--- config.mk ---
export PLATFORM = sky130hd
export DESIGN_NAME = stop_wake_ctrl
export DESIGN_NICKNAME = d
export VERILOG_FILES = /design/src/rtl/stop_wake_pkg.sv /design/src/rtl/wake_sync.sv /design/src/rtl/wake_gate.sv /design/src/rtl/wake_fsm.sv /design/src/rtl/stop_wake_ctrl.sv
export SDC_FILE = /design/constraint.sdc
export NUM_CORES = 1
export LEC_CHECK = 0
export ABC_AREA = 1
export BUFFER_PORTS_ARGS = -buffer_cell sky130_fd_sc_hd__buf_4
export CAP_MARGIN = 20
export CORE_MARGIN = 1
export CORE_UTILIZATION = 55
export CTS_CLUSTER_DIAMETER = 40
export DETAILED_ROUTE_END_ITERATION = 8
export PLACE_DENSITY_LB_ADDON = 0.3
export SLEW_MARGIN = 20
export SYNTH_ARGS = -nofsm -noshare
export SYNTH_HDL_FRONTEND = slang
export SYNTH_SLANG_ARGS = --single-unit
--- constraint.sdc ---
create_clock -name clk -period 2.4 [get_ports clk]
set_input_delay 0.12 -clock clk [delete_from_list [all_inputs] [get_ports clk]]
set_output_delay 0.12 -clock clk [all_outputs]
set_load 0.01 [all_outputs]
--- src/rtl/stop_wake_pkg.sv ---
package stop_wake_pkg;
   typedef enum logic [2:0] {
      SW_RUN   = 3'd0,
      SW_STOP  = 3'd1,
      SW_REGW  = 3'd2,
      SW_OSCUP = 3'd3,
      SW_STAB  = 3'd4
   } sw_state_t;
endpackage

--- src/rtl/wake_sync.sv ---
module wake_sync #(
   parameter int N      = 8,
   parameter int STAGES = 2
) (
   input  logic         clk,
   input  logic         rst_n,
   input  logic [N-1:0] d,
   output logic [N-1:0] q
);
   logic [N-1:0] chain [STAGES];

   genvar s;
   generate
      for (s = 0; s < STAGES; s++) begin : g_stage
         if (s == 0) begin : g_first
            always_ff @(posedge clk or negedge rst_n) begin
               if (!rst_n) chain[0] <= '0;
               else        chain[0] <= d;
            end
         end else begin : g_next
            always_ff @(posedge clk or negedge rst_n) begin
               if (!rst_n) chain[s] <= '0;
               else        chain[s] <= chain[s-1];
            end
         end
      end
   endgenerate

   assign q = chain[STAGES-1];
endmodule

--- src/rtl/wake_gate.sv ---
module wake_gate #(
   parameter int N = 8
) (
   input  logic [N-1:0] pins,
   input  logic [N-1:0] en,
   output logic         hit,
   output logic [N-1:0] first
);
   logic [N-1:0] gated;

   assign gated = pins & en;
   assign hit   = |gated;
   assign first = gated & (~gated + N'(1));
endmodule

--- src/rtl/wake_fsm.sv ---
module wake_fsm
   import stop_wake_pkg::*;
#(
   parameter int N         = 8,
   parameter int REG_TICKS = 64,
   parameter int STAB_EXP0 = 10,
   parameter int STAB_EXP1 = 13,
   parameter int STAB_EXP2 = 15,
   parameter int STAB_EXP3 = 17
) (
   input  logic         clk,
   input  logic         rst_n,
   input  logic         stop_req,
   input  logic         hit,
   input  logic [N-1:0] first,
   input  logic         ref_tick,
   input  logic         osc_ready,
   input  logic [1:0]   stab_sel,
   output sw_state_t    state,
   output logic [N-1:0] src
);
   localparam int MAXE = STAB_EXP3;
   localparam int RW   = $clog2(REG_TICKS);
   localparam int CW   = ((MAXE > RW) ? MAXE : RW) + 1;

   sw_state_t    state_q;
   logic [CW-1:0] cnt_q;
   logic [1:0]   sel_q;
   logic [N-1:0] src_q;
   logic [CW-1:0] stab_len;

   always_comb begin
      case (sel_q)
         2'd0:    stab_len = CW'(1) << STAB_EXP0;
         2'd1:    stab_len = CW'(1) << STAB_EXP1;
         2'd2:    stab_len = CW'(1) << STAB_EXP2;
         default: stab_len = CW'(1) << STAB_EXP3;
      endcase
   end

   always_ff @(posedge clk or negedge rst_n) begin
      if (!rst_n) begin
         state_q <= SW_RUN;
         cnt_q   <= '0;
         sel_q   <= '0;
         src_q   <= '0;
      end else begin
         case (state_q)
            SW_RUN: begin
               if (stop_req) state_q <= SW_STOP;
            end
            SW_STOP: begin
               if (hit) begin
                  state_q <= SW_REGW;
                  src_q   <= first;
                  cnt_q   <= '0;
               end
            end
            SW_REGW: begin
               if (ref_tick) begin
                  if (cnt_q == CW'(REG_TICKS - 1)) begin
                     state_q <= SW_OSCUP;
                     cnt_q   <= '0;
                  end else begin
                     cnt_q <= cnt_q + CW'(1);
                  end
               end
            end
            SW_OSCUP: begin
               if (osc_ready) begin
                  state_q <= SW_STAB;
                  sel_q   <= stab_sel;
                  cnt_q   <= '0;
               end
            end
            SW_STAB: begin
               if (cnt_q == stab_len - CW'(1)) begin
                  state_q <= SW_RUN;
                  cnt_q   <= '0;
               end else begin
                  cnt_q <= cnt_q + CW'(1);
               end
            end
            default: state_q <= SW_RUN;
         endcase
      end
   end

   assign state = state_q;
   assign src   = src_q;
endmodule

--- src/rtl/stop_wake_ctrl.sv ---
module stop_wake_ctrl
   import stop_wake_pkg::*;
#(
   parameter int N_PINS      = 8,
   parameter int SYNC_STAGES = 2,
   parameter int REG_TICKS   = 64,
   parameter int STAB_EXP0   = 10,
   parameter int STAB_EXP1   = 13,
   parameter int STAB_EXP2   = 15,
   parameter int STAB_EXP3   = 17
) (
   input  logic              clk,
   input  logic              rst_n,
   input  logic              stop_req,
   input  logic [N_PINS-1:0] irq_pins,
   input  logic [N_PINS-1:0] pin_en,
   input  logic              ref_tick,
   input  logic              osc_ready,
   input  logic [1:0]        stab_sel,
   output logic              clk_enable,
   output logic              stop_n,
   output logic [N_PINS-1:0] irq_accept_mask,
   output logic [N_PINS-1:0] irq_level,
   output logic [N_PINS-1:0] irq_pending
);
   generate
      if (N_PINS < 1) begin : g_bad_pins
         $error("N_PINS must be at least 1");
      end
      if (SYNC_STAGES < 2) begin : g_bad_sync
         $error("SYNC_STAGES must be at least 2");
      end
      if (REG_TICKS < 2) begin : g_bad_reg
         $error("REG_TICKS must be at least 2");
      end
      if (!(STAB_EXP0 <= STAB_EXP1 && STAB_EXP1 <= STAB_EXP2 &&
            STAB_EXP2 <= STAB_EXP3 && STAB_EXP3 <= 30)) begin : g_bad_exp
         $error("STAB_EXPn must be ascending and at most 30");
      end
   endgenerate

   logic              hit;
   logic [N_PINS-1:0] first;
   logic [N_PINS-1:0] sync_lvl;
   sw_state_t         state;
   logic [N_PINS-1:0] src;
   logic [N_PINS-1:0] pend_q;
   logic              waking;

   wake_sync #(.N(N_PINS), .STAGES(SYNC_STAGES)) u_sync (
      .clk   (clk),
      .rst_n (rst_n),
      .d     (irq_pins),
      .q     (sync_lvl)
   );

   wake_gate #(.N(N_PINS)) u_gate (
      .pins  (irq_pins),
      .en    (pin_en),
      .hit   (hit),
      .first (first)
   );

   wake_fsm #(
      .N(N_PINS), .REG_TICKS(REG_TICKS),
      .STAB_EXP0(STAB_EXP0), .STAB_EXP1(STAB_EXP1),
      .STAB_EXP2(STAB_EXP2), .STAB_EXP3(STAB_EXP3)
   ) u_fsm (
      .clk       (clk),
      .rst_n     (rst_n),
      .stop_req  (stop_req),
      .hit       (hit),
      .first     (first),
      .ref_tick  (ref_tick),
      .osc_ready (osc_ready),
      .stab_sel  (stab_sel),
      .state     (state),
      .src       (src)
   );

   assign waking = (state == SW_REGW) || (state == SW_OSCUP) || (state == SW_STAB);

   always_ff @(posedge clk or negedge rst_n) begin
      if (!rst_n)                             pend_q <= '0;
      else if (state == SW_RUN && stop_req)   pend_q <= '0;
      else if (waking)                        pend_q <= pend_q | sync_lvl;
   end

   assign clk_enable      = (state == SW_RUN);
   assign stop_n          = (state != SW_STOP) | hit;
   assign irq_accept_mask = (state == SW_RUN)  ? '1 :
                            (state == SW_STOP) ? '0 : src;
   assign irq_level       = stop_n ? sync_lvl : '0;
   assign irq_pending     = pend_q;
endmodule

Yosys cells after proc, flatten, opt, wreduce, memory -nomap -nowiden
Cells that the tools add are included.
- input bits: 23
- register bits: 55
- output and inout port bits: 26
- $add $sub $neg: 3
- bitwise gates (word level): 5
- muxes and demuxes: 19
- reduce and logical (&&, ||, !) cells: 12
- eq/ne operators: 15
- operators by type and width (kind ; count):
    $mux W18 ; 5
    $pmux W18 S4 ; 1
    $pmux W18 S3 ; 1
    $mux W8 ; 5
    $add A18 B1 Y18 const B ; 1
    $eq A18 B18 Y1 ; 1
    $eq A18 B6 Y1 const B ; 1
    $mux W3 ; 6
    $sub A18 B1 Y18 const B ; 1
    $and A8 B8 Y8 ; 2
    $pmux W3 S5 ; 1
    $add A8 B1 Y8 const B ; 1
    $ne A2 B2 Y1 const B ; 4
    $not A8 Y8 ; 1
    $or A8 B8 Y8 ; 1
    $reduce_or A8 Y1 ; 1
    $eq A3 B2 Y1 const B ; 2
    $reduce_and A6 Y1 ; 1
    $ne A2 B1 Y1 const B ; 2
    $reduce_and A2 Y1 ; 2
    $reduce_and A4 Y1 ; 1
    $reduce_bool A4 Y1 ; 1
    $eq A3 B1 Y1 const B ; 1
    $eq A3 B3 Y1 const B ; 1
    other kinds (9) ; 10

Depth between registers and ports, before layout
Gate-level depths: netlist of the first run.
- word-level depth: 6
- depth in mapped cells: 11
- gate-level depth less buffers: 11

Modules after synthesis
Synthesis of the first run repeated with hierarchy kept, for this count alone.
- cell total of the unflattened synthesis: 376
- area total of the unflattened synthesis: 3088.0 um^2
- modules (own cells, without submodules) (module ; times used ; cells each ; seq. area each (um^2) ; area an instance (um^2)):
    wake_fsm ; 1 ; 233 ; 775.7 ; 1879.3
    stop_wake_ctrl ; 1 ; 88 ; 200.2 ; 591.8
    wake_sync ; 1 ; 24 ; 400.4 ; 460.4
    wake_gate ; 1 ; 31 ; 0.0 ; 156.4

Worst setup path after synthesis of the first run
No wires, ideal clock.
- kind: flip-flop to flip-flop
- start: register u_fsm.state_q[1] (netlist: u_fsm.state[1])
- end: register pend_q[0] (netlist: irq_pending[0])
- slack: 862 ps
- data required time: 2277 ps
- stages on the path, launching flop included: 7
- arrival: 1415 ps
- path buffers: 0
- library setup time: 123 ps
- cell sequence: dfrtp_1 inv_1 nand2_2 nor2_1 clkinv_1 nor2_4 nor2_1
- elaborated cells on any way between the ends: 9
- classes of those cells: eq/ne: 3; mux: 1; reduce/logical: 5
- RTL lines (element ; RTL line ; source):
    from (decl) ; wake_fsm.sv:26 ; sw_state_t state_q;
    from (signal assigned) ; wake_fsm.sv:43 ; state_q <= SW_RUN;
    from (signal assigned) ; wake_fsm.sv:50 ; if (stop_req) state_q <= SW_STOP;
    from (signal assigned) ; wake_fsm.sv:54 ; state_q <= SW_REGW;
    $logic_not A3 Y1 (*) ; n/a ;
    named net clk_enable ; stop_wake_ctrl.sv:20 ; output logic clk_enable,
    $logic_and A1 B1 Y1 (*) ; stop_wake_ctrl.sv:85 ; else if (state == SW_RUN && stop_req) pend_q <= '0;
    $mux W8 or $reduce_bool A2 Y1 (tied branches) ; n/a ;
    to (signal assigned) ; stop_wake_ctrl.sv:86 ; else if (waking) pend_q <= pend_q | sync_lvl;
    to (decl) ; stop_wake_ctrl.sv:47 ; logic [N_PINS-1:0] pend_q;
Mark *: on every way through the listed nets, which the timed path passes. The rest lies on a longest branch.
A chain may end at the register's enable or synchronous reset.

Worst setup path in the final report of the first run
- start: input irq_pins[0]
- end: output irq_level[3]
- longest elaborated chain between the ends: 4
- RTL lines (element ; RTL line ; source):
    from (decl) ; stop_wake_ctrl.sv:15 ; input logic [N_PINS-1:0] irq_pins,
    $and A8 B8 Y8 ; wake_gate.sv:11 ; assign gated = pins & en;
    $reduce_or A8 Y1 ; wake_gate.sv:12 ; assign hit = |gated;
    $or A1 B1 Y1 ; stop_wake_ctrl.sv:90 ; assign stop_n = (state != SW_STOP) | hit;
    $mux W8 ; stop_wake_ctrl.sv:93 ; assign irq_level = stop_n ? sync_lvl : '0;
    to (decl) ; stop_wake_ctrl.sv:23 ; output logic [N_PINS-1:0] irq_level,
No other way between the ends.

==> results of run 1 <==
==> through the flow <==
stage	setup WS, ns	cell area (um^2)
floorplan	0.8618	2816
global placement	0.6250	3223
detailed placement	0.5968	3223
CTS	0.4319	3402
global route	0.2246	3402
finish	0.3660	3402
==> registers in the layout, summed over array words and instances, names as in the netlist <==
name and count:
u_fsm.sel_q 2, u_sync.q 8, irq_pending 8, u_sync.chain 8
u_fsm.state 3, u_fsm.cnt_q 18, u_fsm.src 8
==> synth_stat cells (all sizes together), types with 2 or more instances <==
master | number | area share [%]
nand2 | 135 | 19
dfrtp | 55 | 49
nor2 | 47 | 7.2
inv | 41 | 5.5
nand3 | 30 | 6.0
a21oi | 15 | 2.7
o21ai | 12 | 2.1
nor3 | 7 | 1.2
xor2 | 6 | 1.9
buf | 5 | 1.3
nand4 | 5 | 1.1
nand3b | 2 | 0.98
o211ai | 2 | 0.53
o31ai | 2 | 0.53
==> worst paths after layout <==
| path | startpoint | to | slack (ns) | cells past startpoint |
|---|---|---|---|---|
| worst max-delay path | irq_pins[0] | irq_level[3] | 0.37 | 9 |
| worst min-delay path | pin_en[6] | u_fsm.src[6] | 0.07 | 3 |
| worst max register to register | u_fsm.state[1] | u_fsm.cnt_q[16] | 0.58 | 8 |
| worst min register to register | u_sync.chain[13] | u_sync.q[5] | 0.36 | 0 |
| max in group asynchronous | rst_n | u_fsm.cnt_q[14] | 1.55 | 2 |
| min in group asynchronous | rst_n | u_sync.q[0] | 0.38 | 2 |
==> metal layers <==
| layer | GRT usage (%) | wire length [um] | part of all wire [%] |
|---|---|---|---|
| met5 | 0 | 0 | 0 |
| met4 | 5.769 | 53 | 0.86 |
| met3 | 5.487 | 277 | 4.5 |
| met2 | 39.76 | 2952 | 48 |
| met1 | 36.69 | 2866 | 47 |
==> timing repair <==
| item | CTS | global route |
|---|---|---|
| hold buffers | 9 | 0 |
| endpoints found under the hold margin | 63 | 0 |
| resized for setup | 0 | 0 |
==> critical path: stages <==
cell,delay [ns]
sky130_fd_sc_hd__dlygate4sd3_1,0.57
sky130_fd_sc_hd__buf_4,0.15
sky130_fd_sc_hd__nand2_1,0.11
sky130_fd_sc_hd__nand2_1,0.14
sky130_fd_sc_hd__nor2_1,0.20
sky130_fd_sc_hd__nand3_2,0.29
sky130_fd_sc_hd__nand2_1,0.14
sky130_fd_sc_hd__inv_1,0.05
sky130_fd_sc_hd__buf_4,0.14
==> kinds of logic (layout without fill, tap and decap cells) <==
group,count (synthesis),count (layout),synth area share (%)
and+or+nand+nor,227,227,35.36
DFF,55,55,48.87
buffers and inverters,47,107,6.930
AOI/OAI and AO/OA,33,33,6.530
xor gates and xnor gates,6,6,1.866
adders and majority gates,1,1,0.4442
==> power by group <==
group | internal (W) | leakage [nW] | switching (W)
registers | 0.000940 | 0.633 | 0.00000562
logic | 0.0000504 | 1.13 | 0.0000535
clock network | 0.000210 | 0.0418 | 0.000300
==> final cells by class <==
cell class	instances	area [um^2]	share of cell area (%)
multi-input combinational	267	1245	36.59
inverter	42	157.7	4.634
tap	67	83.83	2.464
clock inverter	2	16.27	0.4781
sequential	55	1376	40.46
clock buffer	6	72.57	2.133
timing repair buffer	57	450.4	13.24
==> impl_results.html, run 1 <==
<table>
<tr><th>Metric</th><th>Value</th></tr>
<tr><th colspan="2">Detailed routing</th></tr>
<tr><td>ANT nets after route</td><td>0</td></tr>
<tr><td>Initial drt markers</td><td>235</td></tr>
<tr><td>Vias per cell</td><td>5.115</td></tr>
<tr><td>DRC violation count after routing</td><td>0</td></tr>
<tr><td>Vias</td><td>2,537</td></tr>
<tr><td>First-pass iteration count of the detailed router</td><td>4</td></tr>
<tr><td>Routed wire per std cell</td><td>12.40 um</td></tr>
<tr><td>Overall routed net length</td><td>6149 um</td></tr>
<tr><th colspan="2">CTS</th></tr>
<tr><td>Clock-pin slew on the worst setup and hold paths</td><td>0.10 ns</td></tr>
<tr><td>TritonCTS clock tree</td><td>done</td></tr>
<tr><td>Worst skew pair latency</td><td>0.30 ns</td></tr>
<tr><td>CTS max path bufs</td><td>2</td></tr>
<tr><td>Inserted Clock Buffers</td><td>5</td></tr>
<tr><td>Buffer type at the clock tree root</td><td>sky130_fd_sc_hd__clkbuf_8</td></tr>
<tr><td>Setup Fix Bufs, Post-CTS</td><td>0</td></tr>
<tr><td>Clk sink count</td><td>55</td></tr>
<tr><td>Number of levels the H-tree was split into</td><td>2</td></tr>
<tr><th colspan="2">Flow run</th></tr>
<tr><td>Max capacitance violation total</td><td>0</td></tr>
<tr><th colspan="2">Layout</th></tr>
<tr><td>Commonest cells after routing, fill and taps aside</td><td>sky130_fd_sc_hd__nand2_1, sky130_fd_sc_hd__dfrtp_1, sky130_fd_sc_hd__buf_4</td></tr>
<tr><td>Ratio of cells with drive above 1 in the final layout</td><td>16.78%</td></tr>
<tr><td>Commonest non-fill, non-tap cell in the layout</td><td>sky130_fd_sc_hd__nand2_1</td></tr>
<tr><td>Number of inserted filler cells in the final layout</td><td>387</td></tr>
<tr><td>NumNets Final</td><td>452</td></tr>
<tr><td>Post-layout instance count excluding filler cells</td><td>496</td></tr>
<tr><td>Area growth, synth to finish</td><td>20.79%</td></tr>
<tr><td>Diode count</td><td>0</td></tr>
<tr><td>Core utilization of the finished layout</td><td>70.62%</td></tr>
<tr><th colspan="2">Timing</th></tr>
<tr><td>Clock Skew</td><td>0.007966 ns</td></tr>
<tr><td>Upper clock frequency limit</td><td>491.6 MHz</td></tr>
<tr><td>Pin slew with the least headroom to its limit</td><td>0.6747 ns</td></tr>
<tr><td>Final Hold Viols</td><td>0</td></tr>
<tr><td>Post-Route Hold Slack</td><td>0.07057 ns</td></tr>
<tr><td>Worst slew margin relative to its limit</td><td>55.02%</td></tr>
<tr><td>Fin Setup TNS</td><td>0 ns</td></tr>
<tr><td>Setup repair after global routing missed its margin</td><td>no</td></tr>
<tr><td>Final critical-path share of the clock period</td><td>84.75%</td></tr>
<tr><td>Period minus WS final</td><td>2.034 ns</td></tr>
<tr><td>Final number of max-transition violations</td><td>0</td></tr>
<tr><td>Setup violation total in the final timing report</td><td>0</td></tr>
<tr><th colspan="2">Power</th></tr>
<tr><td>Power density normalized to cell area</td><td>458.6 nW/um^2</td></tr>
<tr><td>Total Power Consumption</td><td>0.001560 W</td></tr>
<tr><td>Worst-case vdd ir drop</td><td>0.0002755 V</td></tr>
<tr><td>Leakage power</td><td>1.808 nW</td></tr>
<tr><th colspan="2">Setup path</th></tr>
<tr><td>Req. time, crit path</td><td>2.28 ns</td></tr>
<tr><td>Crit path arrival time</td><td>1.91 ns</td></tr>
<tr><td>Worst-path fanout max</td><td>11</td></tr>
<tr><td>Type of element capturing the critical path</td><td>primary output</td></tr>
<tr><td>Crit path launch type</td><td>primary input</td></tr>
<tr><td>Worst setup path category</td><td>in2out</td></tr>
<tr><th colspan="2">Floorplanning</th></tr>
<tr><td>IO Pins</td><td>49</td></tr>
<tr><td>Die footprint</td><td>5411 um^2</td></tr>
<tr><td>Overall die width</td><td>73.56 um</td></tr>
<tr><td>Core area</td><td>4817 um^2</td></tr>
<tr><td>Y dimension of the die</td><td>73.56 um</td></tr>
<tr><td>Starting utilization of the core area</td><td>58.47%</td></tr>
<tr><td>Std cell rows</td><td>25</td></tr>
<tr><th colspan="2">Placed design</th></tr>
<tr><td>Total of buffers placed on input and output ports</td><td>48</td></tr>
<tr><td>Sum of net half-perimeters after detailed placement</td><td>4445 um</td></tr>
<tr><td>Placer congestion estimate</td><td>0.9778</td></tr>
<tr><td>Placed Instances</td><td>479</td></tr>
<tr><th colspan="2">Hold path</th></tr>
<tr><td>Hold WC Path Type</td><td>in2reg</td></tr>
<tr><th colspan="2">Yosys</th></tr>
<tr><td>EDFF count, synth</td><td>0</td></tr>
<tr><td>Sequential element share of the synthesized area</td><td>48.87%</td></tr>
<tr><td>Dominant register cell in the synthesized netlist</td><td>sky130_fd_sc_hd__dfrtp_1</td></tr>
<tr><td>Synthesized area per cell</td><td>7.633 um^2</td></tr>
<tr><td>Number of distinct library cells after synthesis</td><td>27</td></tr>
<tr><td>Total of flip-flops plus latches after synthesis</td><td>55</td></tr>
<tr><td>Count of mapped cells out of synthesis</td><td>369</td></tr>
<tr><td>Number of nets produced by synthesis</td><td>393</td></tr>
<tr><td>Fraction of registers with async set or reset after synthesis</td><td>100.0%</td></tr>
<tr><td>Total standard cell area after synthesis</td><td>2816 um^2</td></tr>
<tr><td>Number of warnings issued by yosys</td><td>0</td></tr>
<tr><th colspan="2">Global routing</th></tr>
<tr><td>Overall fraction of global-route tracks in use</td><td>25.52%</td></tr>
<tr><td>Global-route wire length before repair</td><td>10,490 um</td></tr>
<tr><td>Maximum number of pins on one net before global-route repair</td><td>56</td></tr>
<tr><td>Total congestion overflow</td><td>0</td></tr>
<tr><td>Number of antenna violations at the first check in global routing</td><td>0</td></tr>
<tr><td>Number of global-route vias before repair</td><td>2,316</td></tr>
<tr><th colspan="2">Status</th></tr>
<tr><td>Status</td><td>finished, final reports clean</td></tr>
</table>
Note: power is estimated with default switching activity, not from simulation.
==> inputs of run 2 (changes only) <==
clock period = 2 ns   (was 2.4 ns; I/O delays follow)
==> run 2 against run 1 <==
Compared with the run above: wire length increased by 8.5%; worst hold slack got worse by 0.022 ns; clock skew down 0.00099 ns; sequential share of layout area shrank 0.32 points; critical path type is now in2reg; largest cell class unchanged.
==> impl_results.html, run 2 (same netlist as run 1, synthesis figures left out) <==
<table>
<tr><th>Metric</th><th>Value</th></tr>
<tr><th colspan="2">CTS</th></tr>
<tr><td>Number of levels the H-tree was split into</td><td>2</td></tr>
<tr><td>Worst skew pair latency</td><td>0.31 ns</td></tr>
<tr><td>Inserted Clock Buffers</td><td>5</td></tr>
<tr><td>TritonCTS clock tree</td><td>done</td></tr>
<tr><td>CTS max path bufs</td><td>2</td></tr>
<tr><td>Clk sink count</td><td>55</td></tr>
<tr><td>Clock-pin slew on the worst setup and hold paths</td><td>0.09 ns</td></tr>
<tr><td>Buffer type at the clock tree root</td><td>sky130_fd_sc_hd__clkbuf_8</td></tr>
<tr><th colspan="2">Setup path</th></tr>
<tr><td>Type of element capturing the critical path</td><td>flop</td></tr>
<tr><td>Worst-path fanout max</td><td>14</td></tr>
<tr><td>Worst setup path category</td><td>in2reg</td></tr>
<tr><td>Crit path launch type</td><td>primary input</td></tr>
<tr><td>Crit path arrival time</td><td>2.07 ns</td></tr>
<tr><td>Req. time, crit path</td><td>2.20 ns</td></tr>
<tr><th colspan="2">Placed design</th></tr>
<tr><td>Placed Instances</td><td>480</td></tr>
<tr><td>Placer congestion estimate</td><td>0.9843</td></tr>
<tr><td>Total of buffers placed on input and output ports</td><td>48</td></tr>
<tr><td>Sum of net half-perimeters after detailed placement</td><td>4592 um</td></tr>
<tr><th colspan="2">Floorplanning</th></tr>
<tr><td>Die footprint</td><td>5411 um^2</td></tr>
<tr><td>Overall die width</td><td>73.56 um</td></tr>
<tr><td>Std cell rows</td><td>25</td></tr>
<tr><td>Y dimension of the die</td><td>73.56 um</td></tr>
<tr><td>Core area</td><td>4817 um^2</td></tr>
<tr><td>Starting utilization of the core area</td><td>58.47%</td></tr>
<tr><td>IO Pins</td><td>49</td></tr>
<tr><th colspan="2">Detailed routing</th></tr>
<tr><td>ANT nets after route</td><td>0</td></tr>
<tr><td>First-pass iteration count of the detailed router</td><td>6</td></tr>
<tr><td>Vias</td><td>2,604</td></tr>
<tr><td>Routed wire per std cell</td><td>13.40 um</td></tr>
<tr><td>Overall routed net length</td><td>6672 um</td></tr>
<tr><td>Initial drt markers</td><td>333</td></tr>
<tr><td>DRC violation count after routing</td><td>0</td></tr>
<tr><td>Vias per cell</td><td>5.229</td></tr>
<tr><th colspan="2">Timing</th></tr>
<tr><td>Setup violation total in the final timing report</td><td>0</td></tr>
<tr><td>Pin slew with the least headroom to its limit</td><td>0.6732 ns</td></tr>
<tr><td>Setup repair after global routing missed its margin</td><td>no</td></tr>
<tr><td>Upper clock frequency limit</td><td>537.0 MHz</td></tr>
<tr><td>Final number of max-transition violations</td><td>0</td></tr>
<tr><td>Worst slew margin relative to its limit</td><td>55.12%</td></tr>
<tr><td>Post-Route Hold Slack</td><td>0.04898 ns</td></tr>
<tr><td>Clock Skew</td><td>0.006973 ns</td></tr>
<tr><td>Fin Setup TNS</td><td>0 ns</td></tr>
<tr><td>Final critical-path share of the clock period</td><td>93.11%</td></tr>
<tr><td>Period minus WS final</td><td>1.862 ns</td></tr>
<tr><td>Final Hold Viols</td><td>0</td></tr>
<tr><th colspan="2">Status</th></tr>
<tr><td>Status</td><td>finished, final reports clean</td></tr>
<tr><th colspan="2">Global routing</th></tr>
<tr><td>Maximum number of pins on one net before global-route repair</td><td>56</td></tr>
<tr><td>Total congestion overflow</td><td>0</td></tr>
<tr><td>Overall fraction of global-route tracks in use</td><td>26.74%</td></tr>
<tr><td>Number of antenna violations at the first check in global routing</td><td>0</td></tr>
<tr><td>Number of global-route vias before repair</td><td>2,369</td></tr>
<tr><td>Global-route wire length before repair</td><td>10,920 um</td></tr>
<tr><th colspan="2">Layout</th></tr>
<tr><td>Largest reg by FF count</td><td>u_fsm.cnt_q</td></tr>
<tr><td>Number of flip-flops under the largest register name</td><td>18</td></tr>
<tr><td>Area growth, synth to finish</td><td>21.77%</td></tr>
<tr><td>Post-layout instance count excluding filler cells</td><td>498</td></tr>
<tr><td>Commonest cells after routing, fill and taps aside</td><td>sky130_fd_sc_hd__nand2_1, sky130_fd_sc_hd__dfrtp_1, sky130_fd_sc_hd__buf_4</td></tr>
<tr><td>Diode count</td><td>0</td></tr>
<tr><td>Ratio of cells with drive above 1 in the final layout</td><td>17.87%</td></tr>
<tr><td>Commonest non-fill, non-tap cell in the layout</td><td>sky130_fd_sc_hd__nand2_1</td></tr>
<tr><td>NumNets Final</td><td>454</td></tr>
<tr><th colspan="2">Power</th></tr>
<tr><td>Worst-case vdd ir drop</td><td>0.0004289 V</td></tr>
<tr><td>Power density normalized to cell area</td><td>542.5 nW/um^2</td></tr>
<tr><td>Leakage power</td><td>1.827 nW</td></tr>
<tr><th colspan="2">Flow run</th></tr>
<tr><td>Max capacitance violation total</td><td>0</td></tr>
<tr><th colspan="2">Hold path</th></tr>
<tr><td>Hold WC Path Type</td><td>in2reg</td></tr>
</table>
run 2: cell count changes in the layout (fill, tap and decap cells not counted), sizes merged:
cell / delta
buf: +1
nand3b: +1
run 2: worst paths after layout:
check | slack [ns] | to | start | cells after the start
worst max-delay path | 0.14 | u_fsm.cnt_q[11] | irq_pins[0] | 11
worst max register to register | 0.21 | u_fsm.cnt_q[11] | u_fsm.state[1] | 9
max in group asynchronous | 1.19 | u_fsm.cnt_q[2] | rst_n | 2
worst min register to register | 0.36 | u_sync.q[5] | u_sync.chain[13] | 0
min in group asynchronous | 0.38 | u_sync.q[3] | rst_n | 2
worst min-delay path | 0.05 | u_fsm.sel_q[0] | stab_sel[0] | 3
run 2: worst max-delay path: stages:
cell and delay, ns:
sky130_fd_sc_hd__dlygate4sd3_1 0.54, sky130_fd_sc_hd__buf_4 0.11, sky130_fd_sc_hd__nand2_1 0.09, sky130_fd_sc_hd__nand2_1 0.18, sky130_fd_sc_hd__nor2_2 0.09, sky130_fd_sc_hd__nand3_4 0.19
sky130_fd_sc_hd__inv_1 0.12, sky130_fd_sc_hd__nor2_4 0.31, sky130_fd_sc_hd__nand3_1 0.18, sky130_fd_sc_hd__inv_1 0.10, sky130_fd_sc_hd__nor2_1 0.05
run 2: timing repair:
item | 4_1_cts | 5_1_grt
setup endpoints to repair | 0 | 23
endpoints found under the hold margin | 63 | 0
resized for setup | 0 | 4
setup buffers | 0 | 0
hold buffers | 9 | 0
run 2: stage by stage:
stage	area, um^2	util, %	power, W	setup WS, ns
after floorplan	2816	-	0.001188	0.4618
after global placement	3231	67.06	0.001266	0.2257
after detailed placement	3231	67.06	0.001268	0.1686
after CTS	3406	70.70	0.001865	0.05362
after global routing	3430	71.19	0.001930	0.01046
final	3430	71.19	0.001861	0.1377
run 2: metal layers:
layer,part of all wire [%],global-route usage (%)
met4,1.8,7.051
met3,6.3,5.761
met1,44,36.95
met2,48,42.81
met5,0,0
run 2: layout make-up:
cell class / instances / area [um^2]
clock buffers: 6 / 72.57
clock inverters: 2 / 12.51
fillers: 393 / 1388
inverters: 42 / 157.7
multi-input cells: 268 / 1269
flip-flops and latches: 55 / 1376
well taps: 67 / 83.83
repair buffers: 58 / 457.9
run 2: report_power, final:
group	switching, W	leakage, nW	internal, W
logic	0.0000663	1.15	0.0000610
clock network	0.000353	0.0412	0.000246
registers	0.00000660	0.633	0.00113
total	0.000426	1.83	0.00144
==> inputs of run 3 (changes only) <==
BUFFER_PORTS_ARGS = -buffer_cell sky130_fd_sc_hd__buf_2   (was -buffer_cell sky130_fd_sc_hd__buf_4)
==> run 3 against run 2 <==
Compared with the run above: maximum frequency decreased by 3.0%; largest cell class unchanged; via count about the same; largest power group unchanged; sequential power about the same; wire length increased by 3.8%; critical path depth decreased by 2; critical endpoint is now irq_level[6]; clock power increased by 44%.
==> impl_results.html, run 3 (same netlist as run 1, synthesis figures left out) <==
<table>
<tr><th>Metric</th><th>Value</th></tr>
<tr><th colspan="2">Detailed routing</th></tr>
<tr><td>Overall routed net length</td><td>6926 um</td></tr>
<tr><td>Vias per cell</td><td>5.206</td></tr>
<tr><td>ANT nets after route</td><td>0</td></tr>
<tr><td>Routed wire per std cell</td><td>13.85 um</td></tr>
<tr><td>Vias</td><td>2,603</td></tr>
<tr><td>DRC violation count after routing</td><td>0</td></tr>
<tr><td>Initial drt markers</td><td>280</td></tr>
<tr><td>First-pass iteration count of the detailed router</td><td>4</td></tr>
<tr><th colspan="2">Global routing</th></tr>
<tr><td>Number of antenna violations at the first check in global routing</td><td>0</td></tr>
<tr><td>Number of global-route vias before repair</td><td>2,380</td></tr>
<tr><td>Overall fraction of global-route tracks in use</td><td>27.73%</td></tr>
<tr><td>Maximum number of pins on one net before global-route repair</td><td>31</td></tr>
<tr><td>Total congestion overflow</td><td>0</td></tr>
<tr><td>Global-route wire length before repair</td><td>11,140 um</td></tr>
<tr><th colspan="2">CTS</th></tr>
<tr><td>Number of levels the H-tree was split into</td><td>2</td></tr>
<tr><td>Worst skew pair latency</td><td>0.31 ns</td></tr>
<tr><td>Inserted Clock Buffers</td><td>5</td></tr>
<tr><td>CTS max path bufs</td><td>2</td></tr>
<tr><td>Buffer type at the clock tree root</td><td>sky130_fd_sc_hd__clkbuf_8</td></tr>
<tr><td>Clk sink count</td><td>55</td></tr>
<tr><td>TritonCTS clock tree</td><td>done</td></tr>
<tr><td>Clock-pin slew on the worst setup and hold paths</td><td>0.10 ns</td></tr>
<tr><th colspan="2">Placed design</th></tr>
<tr><td>Placed Instances</td><td>481</td></tr>
<tr><td>Sum of net half-perimeters after detailed placement</td><td>4695 um</td></tr>
<tr><td>Total placed instance area</td><td>3131 um^2</td></tr>
<tr><td>Placer congestion estimate</td><td>1.003</td></tr>
<tr><td>Total of buffers placed on input and output ports</td><td>48</td></tr>
<tr><th colspan="2">Setup path</th></tr>
<tr><td>Type of element capturing the critical path</td><td>primary output</td></tr>
<tr><td>Worst setup path start</td><td>irq_pins[4]</td></tr>
<tr><td>Logic depth of the worst register-to-register path</td><td>10</td></tr>
<tr><td>Largest delay share family, worst path</td><td>buffers and inverters</td></tr>
<tr><td>Crit path launch type</td><td>primary input</td></tr>
<tr><td>Crit path arrival time</td><td>1.82 ns</td></tr>
<tr><td>Critical path's largest stage delay</td><td>0.54 ns</td></tr>
<tr><td>Levels on crit path</td><td>9</td></tr>
<tr><td>Launch instance of the worst register-to-register path</td><td>u_fsm.cnt_q[0]</td></tr>
<tr><td>Slowest cell on the critical path</td><td>sky130_fd_sc_hd__dlygate4sd3_1</td></tr>
<tr><td>Worst path cell trace</td><td>dlygate4sd3_1, buf_2, nand2_1, nand2_1, nor2_1, nand3_4, nand2_1, inv_1, buf_2</td></tr>
<tr><td>Worst-path fanout max</td><td>12</td></tr>
<tr><td>Most frequent cell on the critical path</td><td>sky130_fd_sc_hd__nand2_1</td></tr>
<tr><td>Register-to-Register Setup Slack</td><td>0.19 ns</td></tr>
<tr><td>Req. time, crit path</td><td>1.90 ns</td></tr>
<tr><td>Buffers plus inverters on the worst setup path</td><td>4</td></tr>
<tr><td>Worst setup path category</td><td>in2out</td></tr>
<tr><th colspan="2">Floorplanning</th></tr>
<tr><td>Core area</td><td>4817 um^2</td></tr>
<tr><td>Starting utilization of the core area</td><td>58.47%</td></tr>
<tr><td>Y dimension of the die</td><td>73.56 um</td></tr>
<tr><td>Die footprint</td><td>5411 um^2</td></tr>
<tr><td>Overall die width</td><td>73.56 um</td></tr>
<tr><td>IO Pins</td><td>49</td></tr>
<tr><td>Std cell rows</td><td>25</td></tr>
<tr><th colspan="2">Timing</th></tr>
<tr><td>Period minus WS final</td><td>1.920 ns</td></tr>
<tr><td>Final number of max-transition violations</td><td>0</td></tr>
<tr><td>Post-Route Hold Slack</td><td>0.04576 ns</td></tr>
<tr><td>Worst slew margin relative to its limit</td><td>57.79%</td></tr>
<tr><td>Final Hold Viols</td><td>0</td></tr>
<tr><td>Setup violation total in the final timing report</td><td>0</td></tr>
<tr><td>Upper clock frequency limit</td><td>520.9 MHz</td></tr>
<tr><td>Pin slew with the least headroom to its limit</td><td>0.6331 ns</td></tr>
<tr><td>Final critical-path share of the clock period</td><td>95.99%</td></tr>
<tr><td>Clock Skew</td><td>0.006024 ns</td></tr>
<tr><th colspan="2">Hold path</th></tr>
<tr><td>Source of the worst hold timing path</td><td>stab_sel[0]</td></tr>
<tr><td>Worst hold path stage count</td><td>3</td></tr>
<tr><td>Hold WC Path Type</td><td>in2reg</td></tr>
<tr><th colspan="2">Layout</th></tr>
<tr><td>Post-route cell area</td><td>3382 um^2</td></tr>
<tr><td>Area growth, synth to finish</td><td>20.08%</td></tr>
<tr><td>NumNets Final</td><td>456</td></tr>
<tr><td>Post-layout instance count excluding filler cells</td><td>500</td></tr>
<tr><td>Largest reg by FF count</td><td>u_fsm.cnt_q</td></tr>
<tr><td>Core utilization of the finished layout</td><td>70.21%</td></tr>
<tr><td>Multi-input combinational cell area</td><td>1266 um^2</td></tr>
<tr><td>Commonest cells after routing, fill and taps aside</td><td>sky130_fd_sc_hd__nand2_1, sky130_fd_sc_hd__dfrtp_1, sky130_fd_sc_hd__buf_2</td></tr>
<tr><td>Number of flip-flops under the largest register name</td><td>18</td></tr>
<tr><td>Ratio of cells with drive above 1 in the final layout</td><td>18.01%</td></tr>
<tr><td>Flip-flop and latch area</td><td>1376 um^2</td></tr>
<tr><td>Diode count</td><td>0</td></tr>
<tr><td>Number of inserted filler cells in the final layout</td><td>411</td></tr>
<tr><td>Commonest non-fill, non-tap cell in the layout</td><td>sky130_fd_sc_hd__nand2_1</td></tr>
<tr><th colspan="2">Power</th></tr>
<tr><td>Worst-case vdd ir drop</td><td>0.0005386 V</td></tr>
<tr><td>Leakage power</td><td>1.823 nW</td></tr>
<tr><td>Power density normalized to cell area</td><td>625.3 nW/um^2</td></tr>
<tr><td>Total Power Consumption</td><td>0.002115 W</td></tr>
<tr><th colspan="2">Flow run</th></tr>
<tr><td>Max capacitance violation total</td><td>0</td></tr>
<tr><th colspan="2">Status</th></tr>
<tr><td>Status</td><td>finished, final reports clean</td></tr>
</table>
## run 3: cell type report
class	count	area share, %
clock buffers	6	2.146
clock inverters	2	1.776
inverters	42	4.661
multi-input cells	268	37.44
flip-flops and latches	55	40.70
well taps	67	2.479
repair buffers	60	10.80
## run 3: routing by layer
metal,GRT usage [%],wire (um)
met5,0,0
met1,37.29,3003
met3,5.624,385
met4,6.838,149
met2,46.08,3388
## run 3: path summary, 6_finish.rpt
path / to
worst max-delay path: irq_level[6]
worst min-delay path: u_fsm.sel_q[0]
worst max register to register: u_fsm.cnt_q[5]
worst min register to register: u_sync.q[7]
max in group asynchronous: u_fsm.cnt_q[3]
min in group asynchronous: irq_pending[5]
## run 3: power by group
part / switching (W) / internal, W
registers: 0.00000729 / 0.00113
logic: 0.0000674 / 0.0000479
clock network: 0.000363 / 0.000501
total: 0.000438 / 0.00168
## run 3: metrics by stage
step / worst slack [ns] / TNS [ns]
detailed placement: 0.1703 / 0
global placement: 0.2326 / 0
finish: 0.08030 / 0
CTS: 0.03723 / 0
global route: -0.03846 / -0.1714
floorplan: 0.4618 / 0
## run 3: what timing repair did
item                       CTS  global route
buffers inserted             0             1
hold endpoints to repair    33             0
hold buffers                 9             0
gates resized for setup      0             3
setup endpoints to repair    0            28
## run 3: tightest hold or removal path: stages
cell	delay (ns)
sky130_fd_sc_hd__buf_2	0.08
sky130_fd_sc_hd__nor2_1	0.03
sky130_fd_sc_hd__a21oi_1	0.10
